--- src/rtl/wdg_pkg.sv ---
package wdg_pkg;

    localparam int SVC_W  = 8;
    localparam int KEY_W  = 5;
    localparam int WSEL_W = 2;

    localparam logic [KEY_W-1:0]  SVC_KEY    = 5'b01100;
    localparam logic [WSEL_W-1:0] WSEL_RESET = 2'b11;

    // bit order is behaviour: [7:6] window, [5:1] key, [0] monitor enable
    typedef struct packed {
        logic [WSEL_W-1:0] wsel;
        logic [KEY_W-1:0]  key;
        logic              mon_en;
    } svc_word_t;

    typedef struct packed {
        logic [WSEL_W-1:0] wsel;
        logic              mon_en;
    } wdg_cfg_t;

    function automatic int unsigned win_span(input int unsigned code, input int unsigned base);
        return base << code;
    endfunction

    function automatic logic [SVC_W-1:0] readback(input wdg_cfg_t c);
        svc_word_t w;
        w.wsel   = c.wsel;
        w.key    = '0;
        w.mon_en = c.mon_en;
        return w;
    endfunction

endpackage

--- src/rtl/wdg_win_counter.sv ---
module wdg_win_counter
    import wdg_pkg::*;
#(
    parameter int BASE_WIN  = 8192,
    parameter int EARLY_MIN = 2048,
    parameter int CNT_W     = 17
) (
    input  logic              clk,
    input  logic              rst,
    input  logic              advance,
    input  logic              restart,
    input  logic              use_max,
    input  logic [WSEL_W-1:0] wsel,
    output logic              too_early,
    output logic              expire
);
    localparam int NSEL = 1 << WSEL_W;

    logic [CNT_W-1:0] cnt_q;
    logic [CNT_W-1:0] last_tab [NSEL];
    logic [CNT_W-1:0] last_cnt;

    genvar g;
    generate
        for (g = 0; g < NSEL; g++) begin : g_lim
            assign last_tab[g] = CNT_W'(win_span(g, BASE_WIN) - 1);
        end
    endgenerate

    assign last_cnt  = use_max ? last_tab[NSEL-1] : last_tab[wsel];
    assign too_early = cnt_q < CNT_W'(EARLY_MIN);
    assign expire    = advance && (cnt_q == last_cnt);

    always_ff @(posedge clk) begin
        if (rst || restart) begin
            cnt_q <= '0;
        end else if (advance) begin
            cnt_q <= cnt_q + 1'b1;
        end
    end

endmodule

--- src/rtl/wdg_svc_gate.sv ---
module wdg_svc_gate
    import wdg_pkg::*;
(
    input  logic             clk,
    input  logic             rst,
    input  logic             wr_valid,
    input  logic [SVC_W-1:0] wr_word,
    input  logic             too_early,
    input  logic             hw_lock,
    output wdg_cfg_t         cfg,
    output logic             locked,
    output logic             svc_ok,
    output logic             svc_bad
);
    svc_word_t w;
    wdg_cfg_t  cfg_q;
    logic      locked_q;
    logic      key_ok;
    logic      match_all;

    assign w         = svc_word_t'(wr_word);
    assign key_ok    = (w.key == SVC_KEY);
    assign match_all = key_ok && (w.wsel == cfg_q.wsel) && (w.mon_en == cfg_q.mon_en);

    always_comb begin
        svc_ok  = 1'b0;
        svc_bad = 1'b0;
        if (wr_valid) begin
            if (!locked_q) begin
                svc_ok  = key_ok;
                svc_bad = !key_ok;
            end else begin
                svc_ok  = match_all && !too_early;
                svc_bad = !(match_all && !too_early);
            end
        end
    end

    always_ff @(posedge clk) begin
        if (rst) begin
            locked_q     <= 1'b0;
            cfg_q.wsel   <= WSEL_RESET;
            cfg_q.mon_en <= 1'b1;
        end else if (!locked_q && svc_ok) begin
            locked_q     <= 1'b1;
            cfg_q.wsel   <= w.wsel;
            cfg_q.mon_en <= w.mon_en;
        end else if (hw_lock) begin
            locked_q     <= 1'b1;
        end
    end

    assign cfg    = cfg_q;
    assign locked = locked_q;

endmodule

--- src/rtl/wdg_err_pulse.sv ---
module wdg_err_pulse #(
    parameter int PULSE_LEN = 16,
    parameter int PW        = 5
) (
    input  logic clk,
    input  logic rst,
    input  logic fire,
    output logic busy,
    output logic ending,
    output logic alarm_n
);
    logic [PW-1:0] left_q;

    always_ff @(posedge clk) begin
        if (rst) begin
            left_q <= '0;
        end else if (left_q != '0) begin
            left_q <= left_q - 1'b1;
        end else if (fire) begin
            left_q <= PW'(PULSE_LEN);
        end
    end

    assign busy    = (left_q != '0);
    assign ending  = (left_q == PW'(1));
    assign alarm_n = !busy;

endmodule

--- src/rtl/wdg_keyed_top.sv ---
module wdg_keyed_top
    import wdg_pkg::*;
#(
    parameter int BASE_WIN  = 8192,
    parameter int EARLY_MIN = 2048,
    parameter int PULSE_LEN = 16
) (
    input  logic             clk,
    input  logic             rst,
    input  logic             tick_i,
    input  logic             wr_en_i,
    input  logic [SVC_W-1:0] wr_data_i,
    output logic [SVC_W-1:0] rd_data_o,
    input  logic             halt_i,
    input  logic             idle_i,
    input  logic             clk_lost_i,
    output logic             wdog_n_o
);
    localparam int MAX_WIN = BASE_WIN << ((1 << WSEL_W) - 1);
    localparam int CNT_W   = $clog2(MAX_WIN + 1);
    localparam int PW      = $clog2(PULSE_LEN + 1);

    logic     halt_q, idle_q;
    logic     frozen, halt_exit, idle_exit;
    logic     busy, ending;
    logic     advance, wr_valid, mon_trip, fire, restart;
    logic     use_max_q;
    logic     too_early, expire;
    logic     svc_ok, svc_bad, locked;
    logic     cfg_mon;
    wdg_cfg_t cfg;

    always_ff @(posedge clk) begin
        if (rst) begin
            halt_q <= 1'b0;
            idle_q <= 1'b0;
        end else begin
            halt_q <= halt_i;
            idle_q <= idle_i;
        end
    end

    assign frozen    = halt_i || idle_i;
    assign halt_exit = halt_q && !halt_i;
    assign idle_exit = idle_q && !idle_i;

    assign advance  = tick_i && !frozen && !busy;
    assign wr_valid = wr_en_i && !frozen && !busy;
    assign cfg_mon  = cfg.mon_en;
    assign mon_trip = cfg_mon && clk_lost_i && !busy;
    assign fire     = svc_bad || (expire && !svc_ok) || mon_trip;
    assign restart  = svc_ok || halt_exit || idle_exit || fire || ending;

    always_ff @(posedge clk) begin
        if (rst) begin
            use_max_q <= 1'b1;
        end else if (fire || ending) begin
            use_max_q <= 1'b1;
        end else if (svc_ok || halt_exit || idle_exit) begin
            use_max_q <= 1'b0;
        end
    end

    wdg_win_counter #(
        .BASE_WIN (BASE_WIN),
        .EARLY_MIN(EARLY_MIN),
        .CNT_W    (CNT_W)
    ) u_ctr (
        .clk      (clk),
        .rst      (rst),
        .advance  (advance),
        .restart  (restart),
        .use_max  (use_max_q),
        .wsel     (cfg.wsel),
        .too_early(too_early),
        .expire   (expire)
    );

    wdg_svc_gate u_svc (
        .clk      (clk),
        .rst      (rst),
        .wr_valid (wr_valid),
        .wr_word  (wr_data_i),
        .too_early(too_early),
        .hw_lock  (idle_exit),
        .cfg      (cfg),
        .locked   (locked),
        .svc_ok   (svc_ok),
        .svc_bad  (svc_bad)
    );

    wdg_err_pulse #(
        .PULSE_LEN(PULSE_LEN),
        .PW       (PW)
    ) u_err (
        .clk    (clk),
        .rst    (rst),
        .fire   (fire),
        .busy   (busy),
        .ending (ending),
        .alarm_n(wdog_n_o)
    );

    assign rd_data_o = readback(cfg);

endmodule

--- config.mk ---
export PLATFORM = sky130hd
export DESIGN_NAME = wdg_keyed_top
export DESIGN_NICKNAME = d
export VERILOG_FILES = /design/src/rtl/wdg_pkg.sv /design/src/rtl/wdg_win_counter.sv /design/src/rtl/wdg_svc_gate.sv /design/src/rtl/wdg_err_pulse.sv /design/src/rtl/wdg_keyed_top.sv
export SDC_FILE = /design/constraint.sdc
export NUM_CORES = 1
export LEC_CHECK = 0
export BUFFER_PORTS_ARGS = -buffer_cell sky130_fd_sc_hd__buf_2
export CAP_MARGIN = 20
export CORE_ASPECT_RATIO = 0.5
export CORE_MARGIN = 2
export CORE_UTILIZATION = 55
export CTS_BUF_LIST = sky130_fd_sc_hd__clkbuf_8
export CTS_CLUSTER_SIZE = 40
export DETAILED_ROUTE_END_ITERATION = 8
export GPL_TIMING_DRIVEN = 0
export HOLD_SLACK_MARGIN = 0.1
export PLACE_DENSITY_LB_ADDON = 0.1
export SLEW_MARGIN = 5
export SYNTH_ARGS = -nofsm -noshare
export SYNTH_HDL_FRONTEND = slang
export SYNTH_SLANG_ARGS = --single-unit
--- constraint.sdc ---
create_clock -name clk -period 2.29 [get_ports clk]
set_input_delay 0.3435 -clock clk [delete_from_list [all_inputs] [get_ports clk]]
set_output_delay 0.3435 -clock clk [all_outputs]
set_load 0.1 [all_outputs]
==> results.sh <==
export IMPL_status="finished, final reports clean"
export IMPL_vias=1322
export IMPL_ir_drop_uv=551
export IMPL_ant_nets=0
export IMPL_grt_most_used_layer="met2"
export IMPL_row_count=13
export IMPL_synth_cell_type_count=42
export IMPL_synth_common_cells="nor2_1, dfxtp_1, xnor2_1"
export IMPL_ff2ff_setup_slack_ps=170
export IMPL_setup_violations=0
export IMPL_synthMuxAreaShare_pct=0.649
export IMPL_synth_simple_area_share_pct=32.4
export IMPL_ys_seq_area_share_pct=37.7
export IMPL_die_y_um=41.4
export IMPL_crit_start="u_svc.cfg[2]"
export IMPL_yosysMostFrequentCell="nor2_1"
export IMPL_place_area_um2=1710
export IMPL_gp_congestion=0.818
export IMPL_hold_path_startpoint="rst"
export IMPL_finalHoldWorstSlack_ps=296
export IMPL_dpl_hpwl_um=2150
export IMPL_clk_latency_ps=280
export IMPL_leakagePower_uw=0.000648
export IMPL_cts_resized=0
export IMPL_drt_iter0_drc=70
export IMPL_grt_overflow_total=0
export IMPL_place_port_buffers=18
export IMPL_hp_class="input pin to flop"
export IMPL_cts_tree="yes"
export IMPL_synth_area_top_cells="dfxtp_1, xnor2_1, nor2_1, nand3_1, ha_1"
export IMPL_die_area_um2=3270
export IMPL_reg2reg_to="u_err.left_q[4]"
export IMPL_hold_path_depth=2
export IMPL_start_util_pct=58.5
export IMPL_synth_top_area_share_pct=37.7
export IMPL_p_per_area_nw_per_um2=925
export IMPL_die_width_um=78.9
export IMPL_grt_total_usage_pct=20.4
export IMPL_boundaryPins=24
export IMPL_cts_made_buffers=5
export IMPL_first_global_vias=1184
export IMPL_drv_slew=0
export IMPL_cp_max_fo=9
export IMPL_synthArstFlopShare_pct=0
export IMPL_use_met1_pct=27.1
export IMPL_cts_clk_slew_worst_paths_ps=60
export IMPL_antenna_found_initial=0
export IMPL_cts_setup_buffers=0
export IMPL_netlist_area_um2=1540
export IMPL_regToRegStartpoint="u_svc.cfg[2]"
export IMPL_drv_cap=0
export IMPL_synth_compound_area_share_pct=8.77
export IMPL_critPathRequiredTime_ps=2510
export IMPL_wire_per_inst_um=11.9
export IMPL_cts_sinks=29
export IMPL_path_class="flop to flop"
export IMPL_skew_ps=5.54
export IMPL_ys_flop_type="dfxtp_1"
export IMPL_finalHoldViolations=0
export IMPL_layout_min_cycle_time_ps=2120
export IMPL_syn_avg_cell_area_um2=8.71
export IMPL_end_kind="flop"
export IMPL_fin_area_um2=1820
export IMPL_yosys_area_share_adder_pct=3.25
export IMPL_drive_gt1_share_pct=23.9
export IMPL_grt_max_degree=11
export IMPL_setup_tns_ps=0
export IMPL_syn2layout_area_growth_pct=18.3
export IMPL_core_um2=2640
export IMPL_synth_edff_count=0
export IMPL_max_freq_ghz=0.471
export IMPL_htreeDepth=2
export IMPL_wl_um=2920
export IMPL_cts_hold_buf=0
export IMPL_use_met2_pct=31.6
export IMPL_synth_top_family_by_area="simple AND/OR/NAND/NOR gates"
export IMPL_synth_top_cell_by_area="dfxtp_1"
export IMPL_synth_xor_area_share_pct=11.9
export IMPL_cp_arrival_ps=2350
export IMPL_antenna_cells=0
export IMPL_routed_via_density=5.37
export IMPL_fin_crit_sh_pct=92.8
export IMPL_postSynthCellCount=177
export IMPL_clock_path_buffers=2
export IMPL_ys_ff_latch=29
export IMPL_first_pass_iters=4
export IMPL_rsz0062_at_grt="no"
export IMPL_fin_util_pct=69.2
export IMPL_worstSetupStartpointType="flop"
export IMPL_min_to="u_svc.locked"
export IMPL_cts_root_buffer="clkbuf_8"
export IMPL_grtUsageMet3_pct=8.48
export IMPL_route_detailed_drc=0
export IMPL_ys_warn_count=0
export IMPL_nets=227
export IMPL_r2r_worst_path_cells=5
export IMPL_grt_pass1_wl_um=5240
[final cells by class]
type	count	area, µm²
multi-input combinational	138	910
fill	225	811
sequential	29	583
timing repair buffer	20	105
clock buffer	7	96.3
buffer	6	48.8
tap	37	46.3
inverter	8	30.0
clock inverter	1	5.00
[cell usage in the layout, fill, tap and decap left out, drive strengths merged]
| cell type | n |
|---|---|
| mux2i | 1 |
| nor2 | 30 |
| or4 | 1 |
| nand2 | 10 |
| o22ai | 2 |
| or3 | 2 |
| nand4 | 4 |
| dfxtp | 29 |
| o21a | 1 |
| nor4b | 4 |
| o41ai | 2 |
| and3 | 2 |
| nor4 | 2 |
| and4 | 2 |
| o221a | 1 |
| a211o | 1 |
| ha | 4 |
| a221oi | 1 |
| nor3 | 10 |
| o21ai | 5 |
| clkinv | 1 |
| nor3b | 1 |
| inv | 8 |
| o31a | 1 |
| nand4b | 1 |
| nor2b | 4 |
| conb | 5 |
| and2 | 3 |
| or2 | 2 |
| buf | 26 |
| nor4bb | 1 |
| a31oi | 2 |
| nand3 | 11 |
| clkbuf | 7 |
| a21oi | 1 |
| xor2 | 1 |
| xnor2 | 20 |
[worst max path at each step]
| stage | to | slack (ps) | depth (start not counted) |
|---|---|---|---|
| CTS | use_max_q | 10 | 7 |
| global placement | u_err.left_q[4] | 40 | 7 |
| finish | u_err.left_q[4] | 170 | 5 |
| global route | u_err.left_q[4] | 60 | 5 |
| floorplan | use_max_q | -690 | 7 |
| detailed placement | use_max_q | 10 | 7 |
[per-stage QoR]
step	setup WS [ps]	std cells	power (µW)
final	165	246	1690
after global routing	58.0	246	1780
after CTS	10.7	244	1650
after detailed placement	9.86	236	1190
after global placement	43.3	236	1180
after floorplan	-694	181	1080
[metal layers]
layer / part of all wire (%) / vias to the layer above
met5: 0 / -
met4: 0.48 / 0
met3: 5.4 / 2
met2: 44 / 30
met1: 50 / 623
li1: - / 667
[worst max-delay path: stages, from the launching register on]
cell and delay, ps:
dfxtp_1 380, or3_2 490, a211o_1 290, o31a_1 340, nor3_2 340, o221a_2 230
[logic make-up after synthesis]
logic type | after synthesis
buffers and inverters | 14
flip-flops | 29
XOR/XNOR | 21
adder cells (fa/ha/maj) | 4
multiplexers | 1
other | 1
AO/OA/AOI/OAI | 17
AND/OR/NAND/NOR | 90
[registers in the layout (all words and copies together) (netlist names)]
register,cells
use_max_q,1
u_svc.cfg,3
halt_q,1
idle_q,1
u_ctr.cnt_q,17
u_svc.locked,1
u_err.left_q,5
[where the power goes]
group	internal (µW)	total [µW]	leakage, µW	switching [µW]
clock network	271	467	0.0000542	196
logic	234	593	0.000358	359
registers	558	628	0.000236	70.1
No activity file was read; power rests on OpenSTA's default activity.
